## src/rtl/kwdt_pkg.sv

```systemverilog
package kwdt_pkg;
  localparam int BUS_W = 32;
  localparam int KEY_W = 16;

  localparam logic [7:0] OFF_RELOAD = 8'h00;
  localparam logic [7:0] OFF_PERIOD = 8'h04;
  localparam logic [7:0] OFF_LOCK1  = 8'h08;
  localparam logic [7:0] OFF_LOCK2  = 8'h0C;
  localparam logic [7:0] OFF_STATUS = 8'h10;
  localparam logic [7:0] OFF_COUNT  = 8'h14;
  localparam logic [7:0] OFF_DEBUG  = 8'h18;
  localparam logic [7:0] OFF_RESUME = 8'h1C;
  localparam logic [7:0] OFF_EVENT  = 8'h20;
  localparam logic [7:0] OFF_MASK   = 8'h24;
  localparam logic [7:0] OFF_FORCE  = 8'h28;

  localparam logic [KEY_W-1:0] KEY_RELOAD  = 16'hFEED;
  localparam logic [KEY_W-1:0] KEY_LOCK1   = 16'h2BAD;
  localparam logic [KEY_W-1:0] KEY_LOCK2   = 16'hCAFE;
  localparam logic [KEY_W-1:0] KEY_RESUME  = 16'hACED;
  localparam logic [KEY_W-1:0] KEY_CLRSTAT = 16'hE8B4;
  localparam logic [KEY_W-1:0] CODE_STOP   = 16'hDABE;
  localparam logic [KEY_W-1:0] CODE_EXPIRE = 16'hCFE8;

  // A key matches only with the upper half of the bus word zero.
  function automatic logic key_match(input logic [BUS_W-1:0] word,
                                     input logic [KEY_W-1:0] key);
    return word == {{(BUS_W-KEY_W){1'b0}}, key};
  endfunction

  // Widen a 16-bit code to the bus width.
  function automatic logic [BUS_W-1:0] code_word(input logic [KEY_W-1:0] code);
    return {{(BUS_W-KEY_W){1'b0}}, code};
  endfunction
endpackage

```

## src/rtl/kwdt_keys.sv

```systemverilog
module kwdt_keys
  import kwdt_pkg::*;
#(
  parameter int ADDR_W = 8
) (
  input  logic              clk,
  input  logic              rst_n,
  input  logic              we,
  input  logic [ADDR_W-1:0] addr,
  input  logic [BUS_W-1:0]  wdata,
  output logic              reload_hit,
  output logic              clrstat_hit,
  output logic              stop_hit,
  output logic              enabled,
  output logic              armed
);
  logic lock1_hit, resume_hit;

  always_comb begin
    reload_hit  = we && addr == OFF_RELOAD && key_match(wdata, KEY_RELOAD);
    lock1_hit   = we && addr == OFF_LOCK1  && key_match(wdata, KEY_LOCK1);
    stop_hit    = we && addr == OFF_LOCK2  && key_match(wdata, KEY_LOCK2) && armed;
    resume_hit  = we && addr == OFF_RESUME && key_match(wdata, KEY_RESUME);
    clrstat_hit = we && addr == OFF_STATUS && key_match(wdata, KEY_CLRSTAT);
  end

  // The first half of the stop sequence lives only until the next write.
  always_ff @(posedge clk or negedge rst_n) begin
    if (!rst_n)  armed <= 1'b0;
    else if (we) armed <= lock1_hit;
  end

  always_ff @(posedge clk or negedge rst_n) begin
    if (!rst_n)          enabled <= 1'b1;
    else if (stop_hit)   enabled <= 1'b0;
    else if (resume_hit) enabled <= 1'b1;
  end
endmodule

```

## src/rtl/kwdt_counter.sv

```systemverilog
module kwdt_counter #(
  parameter int CNT_W = 15,
  parameter int DEF_PERIOD = 6000
) (
  input  logic             clk,
  input  logic             rst_n,
  input  logic             tick,
  input  logic             run,
  input  logic             reload_req,
  input  logic [CNT_W-1:0] period,
  output logic [CNT_W-1:0] cnt,
  output logic             warn_evt,
  output logic             expire_evt,
  output logic             upd
);
  localparam logic [CNT_W-1:0] RST_CNT = CNT_W'(DEF_PERIOD);
  localparam logic [CNT_W-1:0] ONE     = CNT_W'(1);
  localparam logic [CNT_W-1:0] TWO     = CNT_W'(2);

  logic step;

  function automatic logic [CNT_W-1:0] dec(input logic [CNT_W-1:0] v);
    return v - ONE;
  endfunction

  always_comb begin
    step       = tick && run && !reload_req;
    expire_evt = step && cnt <= ONE;
    warn_evt   = step && cnt == TWO;
  end

  always_ff @(posedge clk or negedge rst_n) begin
    if (!rst_n) begin
      cnt <= RST_CNT;
      upd <= 1'b0;
    end else begin
      upd <= reload_req || step;
      if (reload_req || expire_evt) cnt <= period;
      else if (step)                cnt <= dec(cnt);
    end
  end
endmodule

```

## src/rtl/kwdt_irq.sv

```systemverilog
module kwdt_irq
  import kwdt_pkg::*;
#(
  parameter int ADDR_W = 8
) (
  input  logic              clk,
  input  logic              rst_n,
  input  logic              we,
  input  logic [ADDR_W-1:0] addr,
  input  logic              wbit,
  input  logic              warn_evt,
  output logic              evt_q,
  output logic              mask_q,
  output logic              force_q,
  output logic              irq
);
  always_ff @(posedge clk or negedge rst_n) begin
    if (!rst_n) begin
      evt_q   <= 1'b0;
      mask_q  <= 1'b0;
      force_q <= 1'b0;
    end else begin
      if (warn_evt)                                evt_q <= 1'b1;
      else if (we && addr == OFF_EVENT && wbit)    evt_q <= 1'b0;
      if (we && addr == OFF_MASK)  mask_q  <= wbit;
      if (we && addr == OFF_FORCE) force_q <= wbit;
    end
  end

  assign irq = (evt_q & mask_q) | force_q;
endmodule

```

## src/rtl/keyed_wdt.sv

```systemverilog
module keyed_wdt
  import kwdt_pkg::*;
#(
  parameter int CNT_W = 15,
  parameter int DEF_PERIOD = 6000,
  parameter int ADDR_W = 8
) (
  input  logic              clk,
  input  logic              rst_n,
  input  logic              tick_i,
  input  logic              dbg_mode_i,
  input  logic [ADDR_W-1:0] bus_addr_i,
  input  logic              bus_we_i,
  input  logic [BUS_W-1:0]  bus_wdata_i,
  output logic [BUS_W-1:0]  bus_rdata_o,
  output logic              warn_irq_o,
  output logic              wdt_rst_o
);
  localparam logic [CNT_W-1:0] RST_PERIOD = CNT_W'(DEF_PERIOD);
  localparam int PAD_PER = BUS_W - CNT_W;
  localparam int PAD_CNT = BUS_W - CNT_W - 1;

  logic             reload_hit, clrstat_hit, stop_hit, enabled, armed;
  logic             run, warn_evt, expire_evt, upd;
  logic [CNT_W-1:0] cnt, period;
  logic             timed_out, dbg_run;
  logic             evt_q, mask_q, force_q;

  kwdt_keys #(.ADDR_W(ADDR_W)) u_keys (
    .clk(clk), .rst_n(rst_n), .we(bus_we_i), .addr(bus_addr_i),
    .wdata(bus_wdata_i), .reload_hit(reload_hit), .clrstat_hit(clrstat_hit),
    .stop_hit(stop_hit), .enabled(enabled), .armed(armed)
  );

  assign run = enabled && (!dbg_mode_i || dbg_run);

  kwdt_counter #(.CNT_W(CNT_W), .DEF_PERIOD(DEF_PERIOD)) u_cnt (
    .clk(clk), .rst_n(rst_n), .tick(tick_i), .run(run),
    .reload_req(reload_hit), .period(period), .cnt(cnt),
    .warn_evt(warn_evt), .expire_evt(expire_evt), .upd(upd)
  );

  kwdt_irq #(.ADDR_W(ADDR_W)) u_irq (
    .clk(clk), .rst_n(rst_n), .we(bus_we_i), .addr(bus_addr_i),
    .wbit(bus_wdata_i[0]), .warn_evt(warn_evt), .evt_q(evt_q),
    .mask_q(mask_q), .force_q(force_q), .irq(warn_irq_o)
  );

  always_ff @(posedge clk or negedge rst_n) begin
    if (!rst_n) begin
      period    <= RST_PERIOD;
      timed_out <= 1'b0;
      dbg_run   <= 1'b0;
      wdt_rst_o <= 1'b0;
    end else begin
      wdt_rst_o <= expire_evt;
      if (expire_evt)       timed_out <= 1'b1;
      else if (clrstat_hit) timed_out <= 1'b0;
      if (bus_we_i && bus_addr_i == OFF_PERIOD) period  <= bus_wdata_i[CNT_W-1:0];
      if (bus_we_i && bus_addr_i == OFF_DEBUG)  dbg_run <= bus_wdata_i[0];
    end
  end

  always_comb begin
    bus_rdata_o = '0;
    case (bus_addr_i)
      OFF_PERIOD: bus_rdata_o = {{PAD_PER{1'b0}}, period};
      OFF_LOCK2:  bus_rdata_o = enabled ? '0 : code_word(CODE_STOP);
      OFF_STATUS: bus_rdata_o = timed_out ? code_word(CODE_EXPIRE) : '0;
      OFF_COUNT:  bus_rdata_o = {{PAD_CNT{1'b0}}, upd, cnt};
      OFF_DEBUG:  bus_rdata_o = {{(BUS_W-2){1'b0}}, dbg_mode_i, dbg_run};
      OFF_EVENT:  bus_rdata_o = {{(BUS_W-1){1'b0}}, evt_q};
      OFF_MASK:   bus_rdata_o = {{(BUS_W-1){1'b0}}, mask_q};
      OFF_FORCE:  bus_rdata_o = {{(BUS_W-1){1'b0}}, force_q};
      default:    bus_rdata_o = '0;
    endcase
  end
endmodule

```

## config.mk

```make
export PLATFORM = sky130hd
export DESIGN_NAME = keyed_wdt
export DESIGN_NICKNAME = d
export VERILOG_FILES = /design/src/rtl/kwdt_pkg.sv /design/src/rtl/kwdt_keys.sv /design/src/rtl/kwdt_counter.sv /design/src/rtl/kwdt_irq.sv /design/src/rtl/keyed_wdt.sv
export SDC_FILE = /design/constraint.sdc
export NUM_CORES = 1
export LEC_CHECK = 0
export BUFFER_PORTS_ARGS = -buffer_cell sky130_fd_sc_hd__buf_4
export CAP_MARGIN = 15
export CORE_MARGIN = 2
export CORE_UTILIZATION = 52
export DETAILED_ROUTE_END_ITERATION = 8
export MAX_ROUTING_LAYER = met4
export PLACE_DENSITY = 0.8
export SYNTH_ARGS = -nofsm -noshare
export SYNTH_HDL_FRONTEND = slang
export SYNTH_SLANG_ARGS = --single-unit
```

## constraint.sdc

```tcl
create_clock -name clk -period 2.35 [get_ports clk]
set_input_delay 0.3525 -clock clk [delete_from_list [all_inputs] [get_ports clk]]
set_output_delay 0.3525 -clock clk [all_outputs]
set_load 0.02 [all_outputs]
```

==> flow_metrics.env <==
export IMPL_rows=25
export IMPL_htree_levels=2
export IMPL_ys_types=56
export IMPL_hold_violations=0
export IMPL_p_per_area_mw_per_mm2=436
export IMPL_placed_cell_area_mm2=0.00318
export IMPL_min_period_over_period_pct=95.5
export IMPL_min_path_type="input port to asynchronous set/reset pin"
export IMPL_min_period_ns=2.24
export IMPL_finalPower_uw=1440
export IMPL_gp_congestion=0.922
export IMPL_worstMarginPinSlew_ns=0.608
export IMPL_critPathMaxStageDelay_ns=0.48
export IMPL_internal_power_uw=1080
export IMPL_setup_viol=0
export IMPL_antenna_cells=0
export IMPL_path_cells="or3_4 -> or3_4 -> a2111o_1 -> o31a_2 -> o22a_1"
export IMPL_synth_fa_ha_area_share_pct=1.43
export IMPL_drt_pass1_iter_count=5
export IMPL_dp_cells=427
export IMPL_yosys_mux_area_fraction_pct=7.27
export IMPL_async_flop_share_pct=100
export IMPL_grt_pass1_wl_um=11800
export IMPL_timing_rr_start="u_cnt.cnt[11]$_DFFE_PN0P_"
export IMPL_synth_edff_count=0
export IMPL_endpoint="u_cnt.cnt[2]$_DFFE_PN0P_"
export IMPL_yosys_warnings=0
export IMPL_grt_pass1_vias=2368
export IMPL_cp_arrival_ns=2.43
export IMPL_max_freq_ghz=0.446
export IMPL_antenna_found_initial=0
export IMPL_coreArea_mm2=0.00482
export IMPL_crit_family="compound AO/OA/AOI/OAI gates"
export IMPL_syn_area_mm2=0.00263
export IMPL_relSlewSlack_pct=59.4
export IMPL_final_nets=416
export IMPL_p_comb_share_pct=11.1
export IMPL_synth_seq_cells=39
export IMPL_slew_violations=0
export IMPL_slowest_stage="a2111o_1"
export IMPL_power_frac_clock_pct=39.7
export IMPL_finalNonFillerCells=436
export IMPL_cts_root_buf="clkbuf_8"
export IMPL_clockBufferDepth=2
export IMPL_startpoint="u_cnt.cnt[11]$_DFFE_PN0P_"
export IMPL_crit_fanout=15
export IMPL_critical_path_required_ns=2.54
export IMPL_avgSynthCellArea_um2=8.96
export IMPL_drv_cap=0
export IMPL_grt_max_degree=40
export IMPL_dieArea_mm2=0.00565
export IMPL_p_leak_uw=0.00151
export IMPL_via_per_inst=5.97
export IMPL_synthTopCellsByCount="34 x nand2_1, 24 x dfrtp_1, 24 x nor2_1"
export IMPL_reg2reg_slack_ns=0.11
export IMPL_synth_xor_area_share_pct=1.33
export IMPL_synth_area_leaders="dfrtp_1 23%, dfstp_2 15%, mux2_2 7.3%"
export IMPL_path_buf_inv=0
export IMPL_yosys_most_used_dff="dfrtp_1"
export IMPL_cp_end_kind="flip-flop"
export IMPL_drive_gt1_share_pct=34.4
export IMPL_worst_r2r_path_depth=5
export IMPL_routedWlPerCell_um=16.9
export IMPL_ios=79
export IMPL_die_h_um=75.2
export IMPL_port_buffers=62
export IMPL_cts_buffers=5
export IMPL_cpMostUsedCell="or3_4"
export IMPL_clk_latency_ns=0.30
export IMPL_finalInstanceArea_mm2=0.00330
export IMPL_synth_largest_area_cell="dfrtp_1"
export IMPL_routed_wl_um=7350
export IMPL_yosysMostFrequentCell="nand2_1"
export IMPL_cts_sink_count=39
export IMPL_synthCells=294
export IMPL_timing_rr_end="u_cnt.cnt[2]$_DFFE_PN0P_"
export IMPL_power_frac_seq_pct=49.2
export IMPL_start_util_pct=54.7
export IMPL_grt_total_usage_pct=28.8
export IMPL_startpoint_type="flip-flop"
export IMPL_area_growth_pct=25.3
export IMPL_synth_compound_area_share_pct=17.1
export IMPL_switching_share_pct=25.0
export IMPL_cts_tree="done"
export IMPL_ctsHoldBuffers=0
export IMPL_ys_seq_area_share_pct=37.8
export IMPL_synth_top_family_by_area="simple AND/OR/NAND/NOR gates"
export IMPL_criticalPathCategory="flip-flop to flip-flop"
export IMPL_vias=2603
export IMPL_status="completed"
export IMPL_dpl_hpwl_um=5680
export IMPL_clkTransAtPathRegs_ns=0.09
export IMPL_fp_dieW_um=75.2
export IMPL_drt_iter0_markers=258
export IMPL_synth_top_area_share_pct=22.8
export IMPL_synth_simple_gate_area_share_pct=28.1
export IMPL_antenna_left=0
export IMPL_skew_ns=0.0100
export IMPL_grt_overflow=0
export IMPL_critical_path_depth=5
export IMPL_drc=0
export IMPL_fillers=439
export IMPL_hold_ws_ns=0.0181
export IMPL_ir_worst_vdd_uv=406
export IMPL_p_sw_uw=359
[layout by cell type (no fill, tap or decap), types with 3 or more instances in the layout]
cell type | synthesis | routed
ha_1 | 3 | 3
buf_4 | 16 | 76
a221o_1 | 5 | 5
nor4_1 | 11 | 11
clkbuf_8 | 0 | 5
conb_1 | 1 | 16
a21oi_1 | 7 | 7
nand2_1 | 34 | 34
o21ai_0 | 18 | 17
nand4_1 | 7 | 7
dfrtp_1 | 24 | 24
o21a_1 | 7 | 7
dfstp_2 | 15 | 15
a22oi_1 | 7 | 7
nand4b_1 | 3 | 3
nand3_1 | 14 | 14
nand3b_1 | 3 | 3
mux2_2 | 17 | 17
nor3_1 | 14 | 14
nor2_1 | 24 | 24
or3_1 | 5 | 5
inv_1 | 6 | 6
[metal layers]
layer  part of all wire (%)  GRT usage (%)  up-vias
li1                       -              -     1221
met1                     43           39.9     1236
met2                     49           45.6      138
met3                    6.9           4.28        8
met4                    1.3           5.65        0
met5                      0              -        -
[power by group through the flow]
| stage | registers [µW] | clock network, µW | logic [µW] |
|---|---|---|---|
| 3_5_place_dp | 718 | 0 | 159 |
| 3_3_place_gp | 717 | 0 | 157 |
| 5_1_grt | 708 | 603 | 175 |
| 2_1_floorplan | 711 | 0 | 79.2 |
| 6_report | 707 | 571 | 159 |
| 4_1_cts | 706 | 573 | 159 |
[stage by stage]
step           util, %  setup slack [ns]  setup TNS [ns]
5_1_grt           68.5         -0.000780       -0.000780
3_3_place_gp      66.0             0.114               0
4_1_cts           68.3             0.102               0
3_5_place_dp      66.0             0.102               0
6_report          68.5             0.107               0
2_1_floorplan        -             0.220               0
[worst min-delay path by stage]
stage / to / slack [ns] / depth (start not counted)
3_5_place_dp: u_keys.armed$_DFFE_PN0P_ / 0.35 / 1
6_report: u_irq.mask_q$_DFFE_PN0P_ / 0.02 / 1
4_1_cts: u_irq.mask_q$_DFFE_PN0P_ / 0.04 / 1
3_3_place_gp: wdt_rst_o$_DFF_PN0_ / 0.35 / 1
2_1_floorplan: dbg_run$_DFFE_PN0P_ / 0.06 / 0
5_1_grt: u_irq.mask_q$_DFFE_PN0P_ / 0.06 / 1
[state kept, by name (all words and copies together), names as in the netlist]
name	count
dbg_run	1
period	15
timed_out	1
u_cnt.cnt	15
u_cnt.upd	1
u_irq.evt_q	1
u_irq.force_q	1
u_irq.mask_q	1
u_keys.armed	1
u_keys.enabled	1
wdt_rst_o	1
[cells by family (layout without fill, tap and decap cells)]
| logic type | count (synthesis) | in the layout |
|---|---|---|
| xor+xnor | 4 | 4 |
| simple gates | 138 | 138 |
| buf+inv | 30 | 90 |
| other cells | 1 | 16 |
| mux | 17 | 17 |
| compound gates | 62 | 62 |
| flops | 39 | 39 |
| fa+ha+maj | 3 | 3 |
[repair_timing]
item	CTS	global route
endpoints found under the hold margin	0	0
setup buffers	0	1
setup endpoints to repair	0	4
gates resized for setup	0	1
[cell type report]
cell class                      count  area, µm²  area share, %
Clock buffer                        5       68.8           2.09
Clock inverter                      3       43.8           1.33
Inverter                            6       22.5          0.683
Multi-Input combinational cell    240       1520           45.9
Sequential cell                    39        995           30.1
Tap cell                           67       83.8           2.54
Timing Repair Buffer               76        571           17.3
Note: power is estimated with default switching activity, not from simulation.
